$ cat src/rtl/tce_pkg.sv
package tce_pkg;
  localparam int REG_W     = 16;
  localparam int LIVE_W    = 12;
  localparam int SEL_W     = 3;
  localparam int MODE_W    = 2;
  localparam int NUM_CH    = 2;
  localparam int SEL_LSB   = 0;
  localparam int CLR_LSB   = 6;
  localparam int MODE_LSB  = 8;
  localparam int DIV_CODES = (1 << SEL_W) - 1;

  typedef enum logic [MODE_W-1:0] {
    EDGE_FALL = 2'b00,
    EDGE_RISE = 2'b01,
    EDGE_OFF  = 2'b10,
    EDGE_BOTH = 2'b11
  } edge_mode_e;

  function automatic logic edge_hit(input logic [MODE_W-1:0] mode,
                                    input logic rise, input logic fall);
    unique case (mode)
      EDGE_FALL: edge_hit = fall;
      EDGE_RISE: edge_hit = rise;
      EDGE_BOTH: edge_hit = rise | fall;
      default:   edge_hit = 1'b0;
    endcase
  endfunction
endpackage

$ cat src/rtl/tce_ctrl_reg.sv
module tce_ctrl_reg
  import tce_pkg::*;
#(
  parameter int W    = REG_W,
  parameter int LIVE = LIVE_W
) (
  input  logic                 clk,
  input  logic                 rst,
  input  logic                 wr_en,
  input  logic [W/8-1:0]       wr_be,
  input  logic [W-1:0]         wr_data,
  input  logic                 bit_we,
  input  logic [$clog2(W)-1:0] bit_idx,
  input  logic                 bit_val,
  output logic [W-1:0]         ctrl_q
);
  localparam int NBYTE = W / 8;
  localparam logic [W-1:0] LIVE_MASK = W'((1 << LIVE) - 1);

  logic [W-1:0] ctrl_d;

  always_comb begin
    ctrl_d = ctrl_q;
    for (int b = 0; b < NBYTE; b++) begin
      if (wr_en && wr_be[b]) ctrl_d[8*b +: 8] = wr_data[8*b +: 8];
    end
    if (bit_we) ctrl_d[bit_idx] = bit_val;
  end

  always_ff @(posedge clk) begin
    if (rst) ctrl_q <= '0;
    else     ctrl_q <= ctrl_d & LIVE_MASK;
  end
endmodule

$ cat src/rtl/tce_prescaler.sv
module tce_prescaler #(
  parameter int PW = 7
) (
  input  logic          clk,
  input  logic          rst,
  output logic [PW-1:0] pre_q
);
  always_ff @(posedge clk) begin
    if (rst) pre_q <= '0;
    else     pre_q <= pre_q + 1'b1;
  end
endmodule

$ cat src/rtl/tce_pin_sync.sv
module tce_pin_sync #(
  parameter int STAGES = 2
) (
  input  logic clk,
  input  logic rst,
  input  logic pin,
  output logic level,
  output logic rise,
  output logic fall
);
  logic [STAGES-1:0] sync_q;
  logic              hist_q;

  generate
    for (genvar s = 0; s < STAGES; s++) begin : g_stage
      if (s == 0) begin : g_first
        always_ff @(posedge clk) begin
          if (rst) sync_q[0] <= 1'b0;
          else     sync_q[0] <= pin;
        end
      end else begin : g_next
        always_ff @(posedge clk) begin
          if (rst) sync_q[s] <= 1'b0;
          else     sync_q[s] <= sync_q[s-1];
        end
      end
    end
  endgenerate

  always_ff @(posedge clk) begin
    if (rst) hist_q <= 1'b0;
    else     hist_q <= sync_q[STAGES-1];
  end

  assign level = sync_q[STAGES-1];
  assign rise  = level & ~hist_q;
  assign fall  = ~level & hist_q;
endmodule

$ cat src/rtl/tce_channel.sv
module tce_channel
  import tce_pkg::*;
#(
  parameter int PW    = DIV_CODES,
  parameter int CNT_W = 16
) (
  input  logic              clk,
  input  logic              rst,
  input  logic [PW-1:0]     pre_q,
  input  logic              ext_lvl,
  input  logic [SEL_W-1:0]  sel,
  input  logic [MODE_W-1:0] mode,
  input  logic              clr_hit,
  output logic [CNT_W-1:0]  cnt_q
);
  logic src, hist_q, rise, fall, step;

  always_comb begin
    if (sel == SEL_W'(DIV_CODES)) src = ext_lvl;
    else                          src = pre_q[sel];
  end

  always_ff @(posedge clk) begin
    if (rst) hist_q <= 1'b0;
    else     hist_q <= src;
  end

  assign rise = src & ~hist_q;
  assign fall = ~src & hist_q;
  assign step = edge_hit(mode, rise, fall);

  always_ff @(posedge clk) begin
    if (rst)          cnt_q <= '0;
    else if (clr_hit) cnt_q <= '0;
    else if (step)    cnt_q <= cnt_q + 1'b1;
  end
endmodule

$ cat src/rtl/tce_top.sv
module tce_top
  import tce_pkg::*;
#(
  parameter int CNT_W = 16,
  parameter int SYNC  = 2
) (
  input  logic             clk,
  input  logic             rst,
  input  logic             wr_en,
  input  logic [1:0]       wr_be,
  input  logic [15:0]      wr_data,
  input  logic             bit_we,
  input  logic [3:0]       bit_idx,
  input  logic             bit_val,
  output logic [15:0]      rd_data,
  input  logic             ext_clk_pin,
  input  logic             ext_clr_pin,
  output logic [CNT_W-1:0] cnt0,
  output logic [CNT_W-1:0] cnt1
);
  logic [REG_W-1:0]     ctrl_q;
  logic [DIV_CODES-1:0] pre_q;
  logic                 ext_lvl, ext_rise_unused, ext_fall_unused;
  logic                 clr_lvl_unused, clr_rise, clr_fall, clr_hit;
  logic [CNT_W-1:0]     cnt_arr [NUM_CH];

  tce_ctrl_reg #(.W(REG_W), .LIVE(LIVE_W)) u_reg (
    .clk(clk), .rst(rst), .wr_en(wr_en), .wr_be(wr_be), .wr_data(wr_data),
    .bit_we(bit_we), .bit_idx(bit_idx), .bit_val(bit_val), .ctrl_q(ctrl_q)
  );

  tce_prescaler #(.PW(DIV_CODES)) u_pre (.clk(clk), .rst(rst), .pre_q(pre_q));

  tce_pin_sync #(.STAGES(SYNC)) u_ext_sync (
    .clk(clk), .rst(rst), .pin(ext_clk_pin),
    .level(ext_lvl), .rise(ext_rise_unused), .fall(ext_fall_unused)
  );

  tce_pin_sync #(.STAGES(SYNC)) u_clr_sync (
    .clk(clk), .rst(rst), .pin(ext_clr_pin),
    .level(clr_lvl_unused), .rise(clr_rise), .fall(clr_fall)
  );

  assign clr_hit = edge_hit(ctrl_q[CLR_LSB +: MODE_W], clr_rise, clr_fall);

  generate
    for (genvar c = 0; c < NUM_CH; c++) begin : g_ch
      tce_channel #(.PW(DIV_CODES), .CNT_W(CNT_W)) u_ch (
        .clk(clk), .rst(rst), .pre_q(pre_q), .ext_lvl(ext_lvl),
        .sel(ctrl_q[SEL_LSB + SEL_W*c +: SEL_W]),
        .mode(ctrl_q[MODE_LSB + MODE_W*c +: MODE_W]),
        .clr_hit(clr_hit), .cnt_q(cnt_arr[c])
      );
    end
  endgenerate

  assign rd_data = ctrl_q;
  assign cnt0    = cnt_arr[0];
  assign cnt1    = cnt_arr[1];
endmodule

$ cat config.mk
export PLATFORM = sky130hd
export DESIGN_NAME = tce_top
export DESIGN_NICKNAME = d
export VERILOG_FILES = /design/src/rtl/tce_pkg.sv /design/src/rtl/tce_ctrl_reg.sv /design/src/rtl/tce_prescaler.sv /design/src/rtl/tce_pin_sync.sv /design/src/rtl/tce_channel.sv /design/src/rtl/tce_top.sv
export SDC_FILE = /design/constraint.sdc
export NUM_CORES = 1
export LEC_CHECK = 0
export CAP_MARGIN = 30
export CORE_ASPECT_RATIO = 0.7
export CORE_MARGIN = 2
export CORE_UTILIZATION = 49
export DETAILED_ROUTE_END_ITERATION = 10
export GPL_TIMING_DRIVEN = 0
export MAX_ROUTING_LAYER = met4
export PLACE_DENSITY = 0.85
export SYNTH_ARGS = -nofsm -noshare
export SYNTH_HDL_FRONTEND = slang
export SYNTH_SLANG_ARGS = --single-unit
export TNS_END_PERCENT = 1
$ cat constraint.sdc
create_clock -name clk -period 3.2 [get_ports clk]
set_clock_uncertainty 0.05 [all_clocks]
set_input_delay 0.32 -clock clk [delete_from_list [all_inputs] [get_ports clk]]
set_output_delay 0.32 -clock clk [all_outputs]
set_load 0.01 [all_outputs]
After elaboration in Yosys (flattened, before gate mapping). Cells that the tools add are included.

Memory bits (writable): 0. Latch bits: 0. Bits of input ports: 29. Memory bits (read-only): 0. Memories: 0. Output and inout port bits: 48. Register bits: 62. Word-level logic and storage cells: 64.

Multiply operators: 0. Equality and inequality tests: 8. Magnitude comparators: 4. Reductions and logical operators: 7. Divide/modulo/power cells: 0. Multiplexer cells: 15. Shift operators: 0. $add $sub $neg: 3. Bitwise gates (word level): 15.

Operator list (count): $add A16 B1 Y16 const B (2); $bwmux W16 (1); $mux W8 (2); $mux W12 (1); $pmux W1 S3 (3); $lt A3 B4 Y1 const B (2); $add A7 B1 Y7 const B (1); $and A1 B1 Y1 (6); $bmux W1 S3 (2); $eq A2 B1 Y1 const B (3); $eq A2 B2 Y1 const B (3); $eq A3 B3 Y1 const B (2); $logic_not A2 Y1 (3); $not A1 Y1 (6); $lt A4 B5 Y1 const B (1); $mux W1 (5); $demux W1 S4 (1); $ge A4 B1 Y1 const B (1); $logic_and A1 B1 Y1 (3); $or A1 B1 Y1 (3); $reduce_or A2 Y1 (1).

Logic depth before layout (Yosys ltp).
Depth after elaboration: 7. Gate-level depth with buffers: 9. Depth with buffers taken out: 8.

By module. A second synthesis with hierarchy kept.

Cells, all modules: 346. Area total of the unflattened synthesis: 3057.9 um2.

By module, submodules not included: tce_channel (g_ch[0].u_ch) (times used 1, sequential area each 340.3 um2, cells each 109, area each 940.9 um2); tce_channel (g_ch[1].u_ch) (times used 1, sequential area each 340.3 um2, cells each 107, area each 937.1 um2); tce_ctrl_reg (times used 1, sequential area each 240.2 um2, cells each 83, area each 704.4 um2); tce_prescaler (times used 1, sequential area each 140.1 um2, cells each 29, area each 275.3 um2); tce_pin_sync (times used 2, sequential area each 60.1 um2, cells each 8, area each 91.3 um2); tce_top (times used 1, sequential area each 0.0 um2, cells each 2, area each 17.5 um2).

Worst setup path before layout. Ideal clock, no wire load.

Path type: register to register. Start point: register u_reg.ctrl_q[0]. End point: register g_ch[0].u_ch.cnt_q[12]. Stages on the path, launching flop included: 9. Arrival: 2.534 ns. Required time: 3.080 ns. Period minus slack after synthesis: 2.654 ns. Library setup time: 0.070 ns. Path buffers: 0. Slack: 0.546 ns. Path through: dfxtp_1 > mux4_2 > mux2i_1 > inv_1 > ha_1 > nand4b_1 > o32a_4 > or4b_1 > a21oi_1.

Longest elaborated chain between the ends: 7. Elaborated cells on any way between the ends: 9. Those cells by class: eq/ne (1); mux (4); bitwise (4).

RTL lines: start: declaration (line tce_ctrl_reg.sv:15) `output logic [W-1:0] ctrl_q`; start signal: assignment (line tce_ctrl_reg.sv:32) `else ctrl_q <= ctrl_d & LIVE_MASK;`; $bmux W1 S3 (line tce_channel.sv:20) `else src = pre_q[sel];`; $mux W1 (not written as such) (line tce_channel.sv:20); $mux W1 (*) (line tce_channel.sv:19) `if (sel == SEL_W'(DIV_CODES)) src = ext_lvl;`; named net g_ch[0].u_ch.src (line tce_channel.sv:16) `logic src, hist_q, rise, fall, step;`; $not A1 Y1 (line tce_channel.sv:29) `assign fall = ~src & hist_q;`; $and A1 B1 Y1 (line tce_channel.sv:29); $or A1 B1 Y1 (line tce_pkg.sv:24) `EDGE_BOTH: edge_hit = rise | fall;`; $pmux W1 S3 (*) (line tce_pkg.sv:21) `unique case (mode)`; end signal: assignment (line tce_channel.sv:35) `else if (step) cnt_q <= cnt_q + 1'b1;`; end: declaration (line tce_channel.sv:14) `output logic [CNT_W-1:0] cnt_q`.

Mark *: on every way through the listed nets, which the timed path passes. The rest lies on a longest branch. The select of a mux whose other input is x is not followed. A chain may end at the register's enable or synchronous reset.

Final worst setup path.
Start point: register u_reg.ctrl_q[3]. End point: register g_ch[1].u_ch.cnt_q[14].

Longest elaborated chain between the ends: 7. Elaborated cells on any way between the ends: 9. Those cells by class: eq/ne (1); mux (4); bitwise (4).

RTL lines (line): $bmux W1 S3 (tce_channel.sv:20); $mux W1 (not written as such) (tce_channel.sv:20); $mux W1 (*) (tce_channel.sv:19); named net g_ch[1].u_ch.src (tce_channel.sv:16); $not A1 Y1 (tce_channel.sv:29); $and A1 B1 Y1 (tce_channel.sv:29); $or A1 B1 Y1 (tce_pkg.sv:24); $pmux W1 S3 (*) (tce_pkg.sv:21); end signal: assignment (tce_channel.sv:35); end: declaration (tce_channel.sv:14).

Marked as above.

==> impl_metrics.json <==
{
  "placeableCoreArea_um2": 5760,
  "dp.cells": 467,
  "htreeDepth": 3,
  "cts.sinks": 58,
  "required_ps": 3430,
  "syn_avg_cell_area_um2": 9.12,
  "setup_viol": 0,
  "final-max-slew-violation-count": 0,
  "cts_inserted_buffers": 9,
  "hold_depth": 2,
  "drtAntennaViolNets": 0,
  "relSlewSlack": 0.470,
  "fin_area_um2": 3900,
  "die_x_um": 96.5,
  "fin_hold_ws_ps": 318,
  "critPathLaunchType": "flop",
  "syn_inst": 322,
  "num_rows": 23,
  "tightest_slew_ps": 794,
  "start_util": 0.510,
  "holdPathEnd": "u_ext_sync.level",
  "antenna_found_initial": 0,
  "crit_cells": 9,
  "cp_num_buf_inv": 2,
  "io_buffers": 67,
  "insertion_delay_ps": 350,
  "ys_ff_latch": 58,
  "worstSetupPathType": "flop to flop",
  "grt_pass1_vias": 2638,
  "setup-tns-final_ps": 0,
  "grt_max_degree": 11,
  "drc": 0,
  "hpwl_um": 5730,
  "hold_class": "input pin to flop",
  "wl_per_cell_um": 16.4,
  "arrival_ps": 3210,
  "root_buffer": "clkbuf_8",
  "vias": 2889,
  "wl_um": 7900,
  "synth_area_um2": 2940,
  "diodes": 0,
  "stdcell_count": 482,
  "hold_buffers": 0,
  "crit_path_max_incr_delay_ps": 530,
  "grt-ovfl-total": 0,
  "clkTransAtPathRegs_ps": 70,
  "p_leak_uw": 0.00131,
  "p_per_area_nw_per_um2": 414,
  "cts_buffer_depth": 2,
  "cts_tree": "built",
  "synth.distinct_cells": 50,
  "dieArea_um2": 6640,
  "drt_iter0_drc": 204,
  "synthArstFlopShare": 0,
  "layout.nets": 441,
  "max_freq_mhz": 335,
  "post_cts_buffers": 0,
  "yosys_warnings": 0,
  "slowest_stage": "mux4_2",
  "synth_enable_flop_cells": 0,
  "r2r_end": "g_ch[1].u_ch.cnt_q[14]",
  "maxCapViolCount": 0,
  "dr.pass1.iters": 5,
  "min_period_over_period": 0.932,
  "timing.rr.start": "u_reg.ctrl_q[3]",
  "grt_use_total": 0.260,
  "rsz0062_at_grt": "false",
  "reg2reg_slack_ps": 220,
  "crit_path_cell_trace": "mux4_2 > mux2i_1 > inv_1 > ha_1 > nand4b_1 > o31a_1 > buf_2 > or4_1 > a21oi_1",
  "yosysSeqAreaShare": 0.395,
  "worstPathMaxFanout": 10,
  "endpoint_kind": "flop",
  "gp_congestion": 0.824,
  "status": "complete, no violations",
  "placed_cell_area_um2": 3710,
  "final_hold_viol_count": 0,
  "area_growth_pct": 32.8,
  "avgViaCountPerCell": 5.99,
  "grt_pass1_wl_um": 12600,
  "synth-main-ff-cell": "dfxtp_1",
  "cp_top_family": "multiplexers",
  "io_pins": 77,
  "drive_gt1_frac": 0.0835,
  "max-vdd-ir-drop_uv": 248,
  "dieHeight_um": 68.8,
  "reg2regPathDepth": 9,
  "finalCriticalPeriod_ps": 2980,
  "min-delay-start": "rst"
}
## what timing repair did
item,CTS,global route
endpoints found under the setup margin,0,10
endpoints found under the hold margin,0,0
gates resized for setup,0,2
## synth_stat cells, types with 3 or more instances
cell | number | area, um^2
a311oi_1 | 11 | 96.3
clkbuf_1 | 9 | 33.8
a21oi_1 | 28 | 140
mux4_2 | 4 | 90.1
xor2_1 | 4 | 35.0
or3_1 | 8 | 50.1
nor2_1 | 17 | 63.8
nand2_1 | 18 | 67.6
ha_1 | 9 | 113
and3_1 | 12 | 75.1
nand4_1 | 9 | 56.3
a221oi_1 | 9 | 78.8
buf_4 | 4 | 30.0
o21ai_0 | 11 | 55.1
dfxtp_1 | 58 | 1160
o31ai_1 | 12 | 90.1
xnor2_1 | 4 | 35.0
or4_1 | 11 | 82.6
mux2i_1 | 7 | 70.1
nand3_1 | 14 | 70.1
inv_1 | 16 | 60.1
nor2b_1 | 7 | 43.8
or3_2 | 3 | 22.5
and4_1 | 3 | 26.3
## state kept, by name (all words and copies together), names as in the netlist
signal	flops
g_ch.u_ch.hist_q	2
u_clr_sync.level	1
u_clr_sync.sync_q	1
u_pre.pre_q	7
u_clr_sync.hist_q	1
u_ext_sync.level	1
u_reg.ctrl_q	12
g_ch.u_ch.cnt_q	32
u_ext_sync.sync_q	1
## stage by stage
stage	worst slack, ps	power [uW]	utilization
detailed placement	166	963	0.645
global route	40.6	1680	0.678
CTS	147	1620	0.677
finish	218	1610	0.678
floorplan	546	876	-
global placement	270	957	0.645
## report_power, final
part / switching, uW / leakage [uW] / internal, uW
Combinational: 91.7 / 0.000746 / 93.7
Sequential: 24.4 / 0.000471 / 742
Clock: 289 / 0.0000962 / 374
## layout by cell type (no fill, tap or decap), types with 3 or more instances in the layout
master,count
or4_1,11
o21ai_0,11
or3_1,8
clkdlybuf4s50_1,67
conb_1,4
and3_1,12
a311oi_1,11
ha_1,9
o31ai_1,12
dfxtp_1,58
xor2_1,4
mux4_2,4
nor2_1,17
nand2_1,18
mux2i_1,7
nor2b_1,7
inv_1,16
xnor2_1,4
and4_1,3
or3_2,3
nand4_1,9
clkbuf_1,10
nand3_1,14
a221oi_1,9
a21oi_1,28
clkbuf_8,11
buf_4,4
## per-layer routing
layer	GRT usage	share of wire	vias up
met4	0.0898	0.018	0
met5	-	0	-
li1	-	-	1390
met3	0.0804	0.069	16
met1	0.333	0.45	1372
met2	0.392	0.47	111
## area by class of cell
class | instances | area [um^2]
fill | 470 | 1860
tap | 75 | 93.8
clock buffer | 12 | 145
multi-input combinational | 232 | 1630
sequential | 58 | 1160
buffer | 18 | 96.3
timing repair buffer | 67 | 671
clock inverter | 3 | 40.0
inverter | 17 | 63.8
## worst max-delay path by stage
stage,to,slack (ps),start
6_report,g_ch[1].u_ch.cnt_q[14],220,u_reg.ctrl_q[3]
4_1_cts,g_ch[1].u_ch.cnt_q[1],150,u_reg.ctrl_q[3]
3_5_place_dp,g_ch[1].u_ch.cnt_q[1],170,u_reg.ctrl_q[3]
3_3_place_gp,g_ch[1].u_ch.cnt_q[1],270,u_reg.ctrl_q[3]
5_1_grt,g_ch[1].u_ch.cnt_q[14],40,u_reg.ctrl_q[3]
2_1_floorplan,g_ch[0].u_ch.cnt_q[12],550,u_reg.ctrl_q[0]
## cells by family (layout without fill, tap and decap cells)
kind of cell / Yosys count / count (layout) / share of synthesized area
and+or+nand+nor: 116 / 116 / 0.233
AOI/OAI and AO/OA: 84 / 84 / 0.200
DFF: 58 / 58 / 0.395
buffers and inverters: 35 / 117 / 0.0541
muxes: 11 / 11 / 0.0545
adders and majority gates: 9 / 9 / 0.0383
xor gates and xnor gates: 8 / 8 / 0.0238
other: 1 / 4 / 0.00128
No activity file was read; power rests on OpenSTA's default activity.
